$ cat config.mk
export PLATFORM = sky130hd
export DESIGN_NAME = bus_cycle_timer
export DESIGN_NICKNAME = d
export VERILOG_FILES = /design/src/rtl/bct_pkg.sv /design/src/rtl/bct_cfg_reg.sv /design/src/rtl/bct_cycle_gen.sv /design/src/rtl/bct_tick_gen.sv /design/src/rtl/bus_cycle_timer.sv
export SDC_FILE = /design/constraint.sdc
export NUM_CORES = 1
export LEC_CHECK = 0
export ABC_CLOCK_PERIOD_IN_PS = 3000
export CAP_MARGIN = 10
export CORE_MARGIN = 2
export CORE_UTILIZATION = 35
export DETAILED_ROUTE_END_ITERATION = 10
export DONT_BUFFER_PORTS = 1
export GPL_TIMING_DRIVEN = 0
export PLACE_DENSITY = 0.58
export SLEW_MARGIN = 5
export SYNTH_ARGS = -nofsm -noshare
export SYNTH_HDL_FRONTEND = slang
export SYNTH_SLANG_ARGS = --single-unit
export TNS_END_PERCENT = 30
$ cat constraint.sdc
create_clock -name clk -period 3 [get_ports clk]
set_input_delay 0.3 -clock clk [delete_from_list [all_inputs] [get_ports clk]]
set_output_delay 0.3 -clock clk [all_outputs]
set_load 0.02 [all_outputs]
$ cat src/rtl/bct_pkg.sv
package bct_pkg;
   typedef logic [1:0] div_sel_t;

   // CPU cycle length in units; the anomalous variant stretches the slow settings
   function automatic int unsigned cyc_units(input div_sel_t s, input bit anomaly);
      case (s)
         2'd0:    return 1;
         2'd1:    return 2;
         2'd2:    return anomaly ? 5 : 4;
         default: return anomaly ? 10 : 8;
      endcase
   endfunction

   // Timer period in units: always a clean power of two
   function automatic int unsigned tick_units(input div_sel_t s);
      return 32'd1 << s;
   endfunction
endpackage

$ cat src/rtl/bct_cfg_reg.sv
module bct_cfg_reg #(
   parameter int CFG_W   = 8,
   parameter int EXT_LSB = 4,
   parameter int INT_LSB = 6
) (
   input  logic                 clk,
   input  logic                 rst,
   input  logic                 we,
   input  logic [CFG_W-1:0]     wdata,
   output bct_pkg::div_sel_t    ext_sel,
   output bct_pkg::div_sel_t    int_sel
);
   if (EXT_LSB + 1 >= CFG_W || INT_LSB + 1 >= CFG_W) begin : g_bad_pos
      $error("bct_cfg_reg: select field lies outside the configuration byte");
   end
   if (EXT_LSB == INT_LSB) begin : g_overlap
      $error("bct_cfg_reg: select fields overlap");
   end

   always_ff @(posedge clk) begin
      if (rst) begin
         ext_sel <= '0;
         int_sel <= '0;
      end else if (we) begin
         ext_sel <= wdata[EXT_LSB +: 2];
         int_sel <= wdata[INT_LSB +: 2];
      end
   end
endmodule

$ cat src/rtl/bct_cycle_gen.sv
module bct_cycle_gen #(
   parameter int UNIT_CLKS = 24,
   parameter bit ANOMALY   = 1'b1
) (
   input  logic              clk,
   input  logic              rst,
   input  logic              start,
   input  logic              acc_type,
   input  bct_pkg::div_sel_t ext_sel,
   input  bct_pkg::div_sel_t int_sel,
   output logic              done
);
   localparam int MAX_LEN = UNIT_CLKS * 10;
   localparam int CNT_W   = $clog2(MAX_LEN);

   if (UNIT_CLKS < 2) begin : g_bad_unit
      $error("bct_cycle_gen: a unit must span at least two clocks");
   end

   logic [CNT_W-1:0] len_lut [4];
   for (genvar g = 0; g < 4; g++) begin : g_lut
      assign len_lut[g] = CNT_W'(UNIT_CLKS * bct_pkg::cyc_units(bct_pkg::div_sel_t'(g), ANOMALY));
   end

   bct_pkg::div_sel_t sel;
   logic [CNT_W-1:0]  len;
   logic              busy;
   logic [CNT_W-1:0]  remain;
   logic              accept;

   assign sel    = acc_type ? ext_sel : int_sel;
   assign len    = len_lut[sel];
   assign done   = busy && (remain == '0);
   assign accept = start && (!busy || done);

   always_ff @(posedge clk) begin
      if (rst) begin
         busy   <= 1'b0;
         remain <= '0;
      end else if (accept) begin
         busy   <= 1'b1;
         remain <= len - CNT_W'(2);
      end else if (busy) begin
         if (done) busy <= 1'b0;
         else      remain <= remain - CNT_W'(1);
      end
   end
endmodule

$ cat src/rtl/bct_tick_gen.sv
module bct_tick_gen #(
   parameter int UNIT_CLKS = 24
) (
   input  logic              clk,
   input  logic              rst,
   input  bct_pkg::div_sel_t int_sel,
   output logic              tick
);
   localparam int MAX_PER = UNIT_CLKS * 8;
   localparam int TW      = $clog2(MAX_PER);

   if (UNIT_CLKS < 2) begin : g_bad_unit
      $error("bct_tick_gen: a unit must span at least two clocks");
   end

   logic [TW-1:0] last_lut [4];
   for (genvar g = 0; g < 4; g++) begin : g_lut
      assign last_lut[g] = TW'(UNIT_CLKS * bct_pkg::tick_units(bct_pkg::div_sel_t'(g)) - 1);
   end

   logic [TW-1:0] tcnt;
   assign tick = (tcnt >= last_lut[int_sel]);

   always_ff @(posedge clk) begin
      if (rst)       tcnt <= '0;
      else if (tick) tcnt <= '0;
      else           tcnt <= tcnt + TW'(1);
   end
endmodule

$ cat src/rtl/bus_cycle_timer.sv
module bus_cycle_timer #(
   parameter int BASE_DIV = 12,
   parameter bit ANOMALY  = 1'b1,
   parameter int CFG_W    = 8,
   parameter int EXT_LSB  = 4,
   parameter int INT_LSB  = 6
) (
   input  logic             clk,
   input  logic             rst,
   input  logic             cfg_we,
   input  logic [CFG_W-1:0] cfg_wdata,
   input  logic             access_start,
   input  logic             access_type,
   output logic             cycle_done,
   output logic             timer_tick
);
   localparam int UNIT_CLKS = 2 * BASE_DIV;

   if (BASE_DIV < 1) begin : g_bad_div
      $error("bus_cycle_timer: BASE_DIV must be positive");
   end

   bct_pkg::div_sel_t ext_sel;
   bct_pkg::div_sel_t int_sel;

   bct_cfg_reg #(.CFG_W(CFG_W), .EXT_LSB(EXT_LSB), .INT_LSB(INT_LSB)) u_cfg (
      .clk(clk), .rst(rst), .we(cfg_we), .wdata(cfg_wdata),
      .ext_sel(ext_sel), .int_sel(int_sel)
   );

   bct_cycle_gen #(.UNIT_CLKS(UNIT_CLKS), .ANOMALY(ANOMALY)) u_cyc (
      .clk(clk), .rst(rst), .start(access_start), .acc_type(access_type),
      .ext_sel(ext_sel), .int_sel(int_sel), .done(cycle_done)
   );

   bct_tick_gen #(.UNIT_CLKS(UNIT_CLKS)) u_tick (
      .clk(clk), .rst(rst), .int_sel(int_sel), .tick(timer_tick)
   );
endmodule

==> run_results.csv, run 1 <==
group,metric,value,unit
outcome,status,"complete, no violations",
logic_synthesis,synth_area_leaders,"dfxtp_1 (35%), ha_1 (8.4%), mux2i_1 (5.9%)",
flow_run,max_cap_violations,0,
sta,period_share,79.8,%
setup_path,critical_path_peak_fanout,6,
logic_synthesis,synth_top_family_by_area,"simple AND/OR/NAND/NOR gates",
setup_path,cp-end-kind,"output port",
die,die-area,3880,um2
drt,avgViaCountPerCell,5.27,
setup_path,crit_buf_inv,1,
setup_path,worstSetupStartpointType,"register",
sta,timing.fmax,0.418,GHz
sta,drv_slew,0,
sta,skew,0.00594,ns
sta,slew_headroom,37.9,%
drt,avgRoutedWirePerCell,13.4,um
sta,setup_viol,0,
clock_network,htreeDepth,1,
setup_path,worstPathRequired,2.70,ns
sta,period_needed,2.39,ns
setup_path,crit_cells,4,
grt,globalRouteTotalUtil,14.4,%
die,die_h,62.3,um
clock_network,cts_buffers,3,
setup_path,r2r_cells,6,
grt,grt_max_degree,13,
sta,hold_violations,0,
logic_synthesis,syn_inst,139,
final_layout,drive_gt1_share,8.39,%
logic_synthesis,synthesis.nets,160,
grt,grt-ovfl-total,0,
pwr,seqPwrFrac,53.5,%
pwr,internal-power,418,uW
logic_synthesis,synth_edf_count,0,
grt,antenna_found_initial,0,
grt,grt_first_pass_wirelength,4550,um
logic_synthesis,muxShareOfSynthArea,7.78,%
setup_path,crit_chain,"inv_1, ha_1, or3b_2, nor3_1",
grt,grt_pass1_vias,1021,
hold_path,min_path_type,"input port to register",
drt,wirelength,2520,um
logic_synthesis,async_flop_share,0,%
clock_network,cts_tree,"yes",
pwr,p_sw_share,32.5,%
clock_network,cts_root_buffer,"clkbuf_4",
pwr,power.total,619,uW
clock_network,post_cts_resized,0,
final_layout,areaGrowthSynthToFinish,7.15,%
logic_synthesis,synth_area_leader_cell,"dfxtp_1",
clock_network,hold_buffers,0,
die,core,3310,um2
drt,ant_nets,0,
placed_design,finalWeightedCongestion,0.841,
logic_synthesis,ys_types,37,
drt,drc,0,
logic_synthesis,synth-compound-area-share,16.3,%
pwr,ir_drop,0.292,mV
logic_synthesis,yosys_warnings,0,
pwr,p_leak,0.491,nW
logic_synthesis,synth-seq-cells,21,
final_layout,nFillCells,372,
logic_synthesis,yosys.area_share.simple,23.1,%
final_layout,antenna_cells,0,
final_layout,nNetsFinal,165,
die,pin_count,15,
pwr,clkPwrFrac,23.2,%
setup_path,path_delay_family,"simple AND/OR/NAND/NOR gates",
logic_synthesis,ys_seq_area_share,35.3,%
clock_network,clkLatencyLatePin,0.31,ns
setup_path,cp.arrival,2.09,ns
pwr,netSwitchingPower,201,uW
drt,drt-pass1-iter-count,4,
pwr,power_density,485,nW/um2
logic_synthesis,synth_xor_area_share,5.15,%
placed_design,io_buffers,0,
pwr,pwr-share-comb,23.3,%
die,start_util,35.9,%
clock_network,cts_buffer_depth,2,
logic_synthesis,synth_top_area_share,35.3,%
drt,vias,996,
clock_network,cts.sinks,21,
die,rows,21,
placed_design,place_hpwl,1880,um
hold_path,hold_path_depth,1,
setup_path,cp_slowest_cell,"nor3_1",
logic_synthesis,avgSynthCellArea,8.56,um2
die,fp.dieW,62.3,um
drt,drt_first_iter_violations,55,
clock_network,clkTransAtPathRegs,0.12,ns
logic_synthesis,synth_flop_cell,"dfxtp_1",
sta,worstMarginPinSlew,0.925,ns
setup_path,cpPeakStageDelay,0.54,ns
logic_synthesis,synth.cell_area,1190,um2
logic_synthesis,synth_adder_area_share,8.41,%
sta,rsz0062_at_grt,"false",
sta,fin_setup_tns,0,ns
setup_path,critPathKind,"register to output port",
clock_network,postCtsSetupRepairBufs,0,
[cell usage after synthesis (2+ instances only)]
cell type and number:
o21ai_1 2, a211oi_1 4, nor4_1 2, nor2_1 11, mux2_2 2, dfxtp_1 21
xnor2_1 3, nand2_1 5, o22ai_1 2, nor3_1 13, nand3_1 8, nand2b_1 2
or3b_2 2, clkbuf_1 3, ha_1 8, o21ai_0 5, xor2_1 4, inv_1 7
a31oi_1 3, and3_1 2, nor3b_1 2, a21oi_1 7, mux2i_1 7
[state kept, by name, indices dropped and copies added (netlist names)]
signal,flops
u_cyc.busy,1
u_cfg.int_sel,2
u_cyc.remain,8
u_cfg.ext_sel,2
u_tick.tcnt,8
[final cells by class]
type / instances / area (um2) / area share, %
Sequential cell: 21 / 420 / 33.0
Buffer: 5 / 20.0 / 1.57
Tap cell: 46 / 57.6 / 4.51
Multi-Input combinational cell: 106 / 723 / 56.7
Clock buffer: 3 / 22.5 / 1.77
Clock inverter: 1 / 5.00 / 0.393
Inverter: 7 / 26.3 / 2.06
[cells in the final DEF, fill, tap and decap left out, drive strengths merged, types with 2 or more instances in the layout]
master  instances
mux2i           7
ha              8
nor2           11
xnor2           3
and3            2
nand2           5
mux2            2
a21oi           7
dfxtp          21
buf             2
or3b            2
nor3b           2
xor2            4
nor3           13
a31oi           3
o22ai           2
inv             7
nand3           8
clkbuf          6
nand2b          2
nor4            2
a211oi          4
or4             2
o21ai           7
[routing by layer]
metal / up-vias / global-route usage (%) / wire (um)
met5: - / 0 / 0
met4: 0 / 4.72 / 33
met3: 4 / 4.35 / 84
met2: 13 / 24.2 / 1210
met1: 461 / 17.5 / 1190
li1: 518 / - / -
[stage by stage]
stage                     util (%)  area, um2  cells  hold slack [ns]  setup WS, ns
after CTS                     38.5       1270    189           0.0381         0.609
after global routing          38.5       1270    189           0.0236         0.434
after floorplan                  -       1190    139            0.378          1.14
after global placement        37.7       1250    185            0.383         0.999
final                         38.5       1270    189           0.0445         0.606
after detailed placement      37.7       1250    185            0.382         0.968
[path summary, 6_finish.rpt]
path	startpoint	to	slack (ns)
worst max-delay path	u_cyc.remain[0]	cycle_done	0.61
worst min-delay path	rst	u_cyc.remain[7]	0.04
worst max register to register	u_cfg.int_sel[1]	u_tick.tcnt[1]	0.98
worst min register to register	u_tick.tcnt[0]	u_tick.tcnt[0]	0.47
[worst register-to-register path, delay by kind of cell (launching register included)]
kind,cells,cell delay (ns)
DFF,1,0.44
and+or+nand+nor,2,0.22
adders and majority gates,1,0.28
AOI/OAI and AO/OA,3,0.93
[kinds of logic after synthesis]
group / Yosys count
simple gates: 52
compound gates: 30
flops: 21
buf+inv: 12
mux: 9
fa+ha+maj: 8
xor+xnor: 7
[power groups by stage]
| stage | registers (mW) | logic (mW) | clock network [mW] |
|---|---|---|---|
| 4_1_cts | 0.330 | 0.144 | 0.150 |
| 6_report | 0.331 | 0.144 | 0.144 |
| 2_1_floorplan | 0.328 | 0.120 | 0 |
| 3_3_place_gp | 0.335 | 0.141 | 0 |
| 3_5_place_dp | 0.337 | 0.143 | 0 |
| 5_1_grt | 0.336 | 0.163 | 0.160 |
No activity file was read; power rests on OpenSTA's default activity.
==> run 2, diff against run 1 <==
ABC_CLOCK_PERIOD_IN_PS = 2300   (was 3000)
clock period = 2.3 ns   (was 3 ns; I/O delays follow)
==> run_results.csv, run 2 (same netlist as run 1, synthesis figures left out) <==
group,metric,value,unit
outcome,status,"complete, no violations",
setup_path,cp_slowest_cell,"or3b_2",
setup_path,critical_path_peak_fanout,6,
clock_network,cts_buffers,3,
drt,wirelength,2520,um
die,start_util,35.9,%
grt,grt_pass1_vias,1021,
sta,timing.fmax,0.473,GHz
final_layout,final_util,39.1,%
final_layout,top_regs,"u_cyc.remain: 8 flops, u_tick.tcnt: 8 flops",
die,core,3310,um2
setup_path,ff2ff_setup_slack,0.41,ns
setup_path,cp.arrival,1.88,ns
pwr,power_density,626,nW/um2
die,fp.dieW,62.3,um
grt,globalRouteTotalUtil,14.4,%
clock_network,htreeDepth,1,
final_layout,drive_gt1_share,9.72,%
final_layout,nNetsFinal,166,
drt,dr_wl_met3,85,um
clock_network,cts_tree,"yes",
final_layout,areaGrowthSynthToFinish,8.73,%
die,pin_count,15,
drt,dr_wl_met2,1210,um
setup_path,critPathKind,"register to output port",
drt,drc,0,
clock_network,cts_buffer_depth,2,
placed_design,place_hpwl,1880,um
sta,period_needed,2.11,ns
sta,fin_setup_tns,0,ns
clock_network,cts_root_buffer,"clkbuf_4",
die,die_h,62.3,um
grt,grt-ovfl-total,0,
grt,grt_first_pass_wirelength,4570,um
placed_design,finalWeightedCongestion,0.841,
sta,period_share,91.9,%
drt,avgViaCountPerCell,5.22,
drt,drt-pass1-iter-count,4,
clock_network,cts.sinks,21,
setup_path,worstPathRequired,2.07,ns
grt,grt_max_degree,13,
sta,worstMarginPinSlew,0.586,ns
setup_path,worstSetupStartpointType,"register",
drt,m1WireLength,1200,um
final_layout,final_cell_mix,"dfxtp_1 (21), nor3_1 (12), nor2_1 (11), nand3_1 (8), ha_1 (8)",
drt,avgRoutedWirePerCell,13.2,um
setup_path,cp-end-kind,"output port",
drt,vias,992,
sta,drv_slew,0,
sta,skew,0.00719,ns
setup_path,critPathLaunch,"u_cyc.remain[0]",
pwr,ir_drop,0.379,mV
setup_path,path_delay_family,"simple AND/OR/NAND/NOR gates",
clock_network,postCtsSetupRepairBufs,0,
placed_design,io_buffers,0,
sta,setup_viol,0,
die,rows,21,
hold_path,min-delay-start,"cfg_wdata[7]",
drt,drt_first_iter_violations,47,
placed_design,place_ws,0.285,ns
setup_path,cpPeakStageDelay,0.52,ns
setup_path,crit_buf_inv,1,
sta,slew_headroom,60.6,%
drt,ant_nets,0,
clock_network,clkLatencyLatePin,0.31,ns
final_layout,layout_commonest_cell,"dfxtp_1",
drt,topRoutingLayerUsed,"met4",
clock_network,clkTransAtPathRegs,0.13,ns
sta,rsz0062_at_grt,"false",
die,die-area,3880,um2
pwr,power.total,809,uW
grt,antenna_found_initial,0,
flow_run,max_cap_violations,0,
sta,hold_violations,0,
setup_path,crit_chain,"inv_1, ha_1, or3b_2, nor3_2",
setup_path,timing.rr.start,"u_cyc.remain[0]",
sta,setup_ws,0.185,ns
pwr,p_leak,0.498,nW
final_layout,antenna_cells,0,
hold_path,min_path_type,"input port to register",
[run 2: cell types whose count changed in the layout (fill, tap and decap cells not counted), sizes merged]
cell and delta:
dlygate4sd3 +1
[run 2: layout make-up]
class | instances | area, um2
fillers | 372 | 2020
multi-input cells | 106 | 732
flip-flops and latches | 21 | 420
well taps | 46 | 57.6
inverters | 7 | 26.3
clock buffers | 3 | 22.5
plain buffers | 5 | 20.0
repair buffers | 1 | 10.0
clock inverters | 1 | 5.00
[run 2: layer usage]
metal / track usage (%) / vias to the layer above
li1: - / 518
met1: 17.8 / 457
met4: 3.61 / 0
met3: 4.17 / 4
met2: 24.7 / 13
met5: 0 / -
[run 2: timing repair]
action | 4_1_cts | 5_1_grt
endpoints found under the hold margin | 1 | 0
gates resized for setup | 2 | 0
hold buffers | 1 | 0
endpoints found under the setup margin | 2 | 0
[run 2: report_power, final]
part | internal, mW | leakage [nW] | switching [mW]
logic | 0.0886 | 0.307 | 0.104
registers | 0.393 | 0.173 | 0.0389
clock network | 0.0650 | 0.0177 | 0.120
[run 2: worst paths after layout]
check / to / depth (start not counted)
worst min register to register: u_tick.tcnt[0] / 1
worst max-delay path: cycle_done / 4
worst min-delay path: u_cfg.int_sel[1] / 2
worst max register to register: u_cyc.remain[4] / 7
[run 2: stage by stage]
stage                     hold WS [ns]  cells  area (um2)
after floorplan                  0.308    139        1190
after global placement           0.313    185        1250
after detailed placement         0.312    185        1250
after CTS                       0.0559    190        1290
after global routing            0.0571    190        1290
final                           0.0655    190        1290
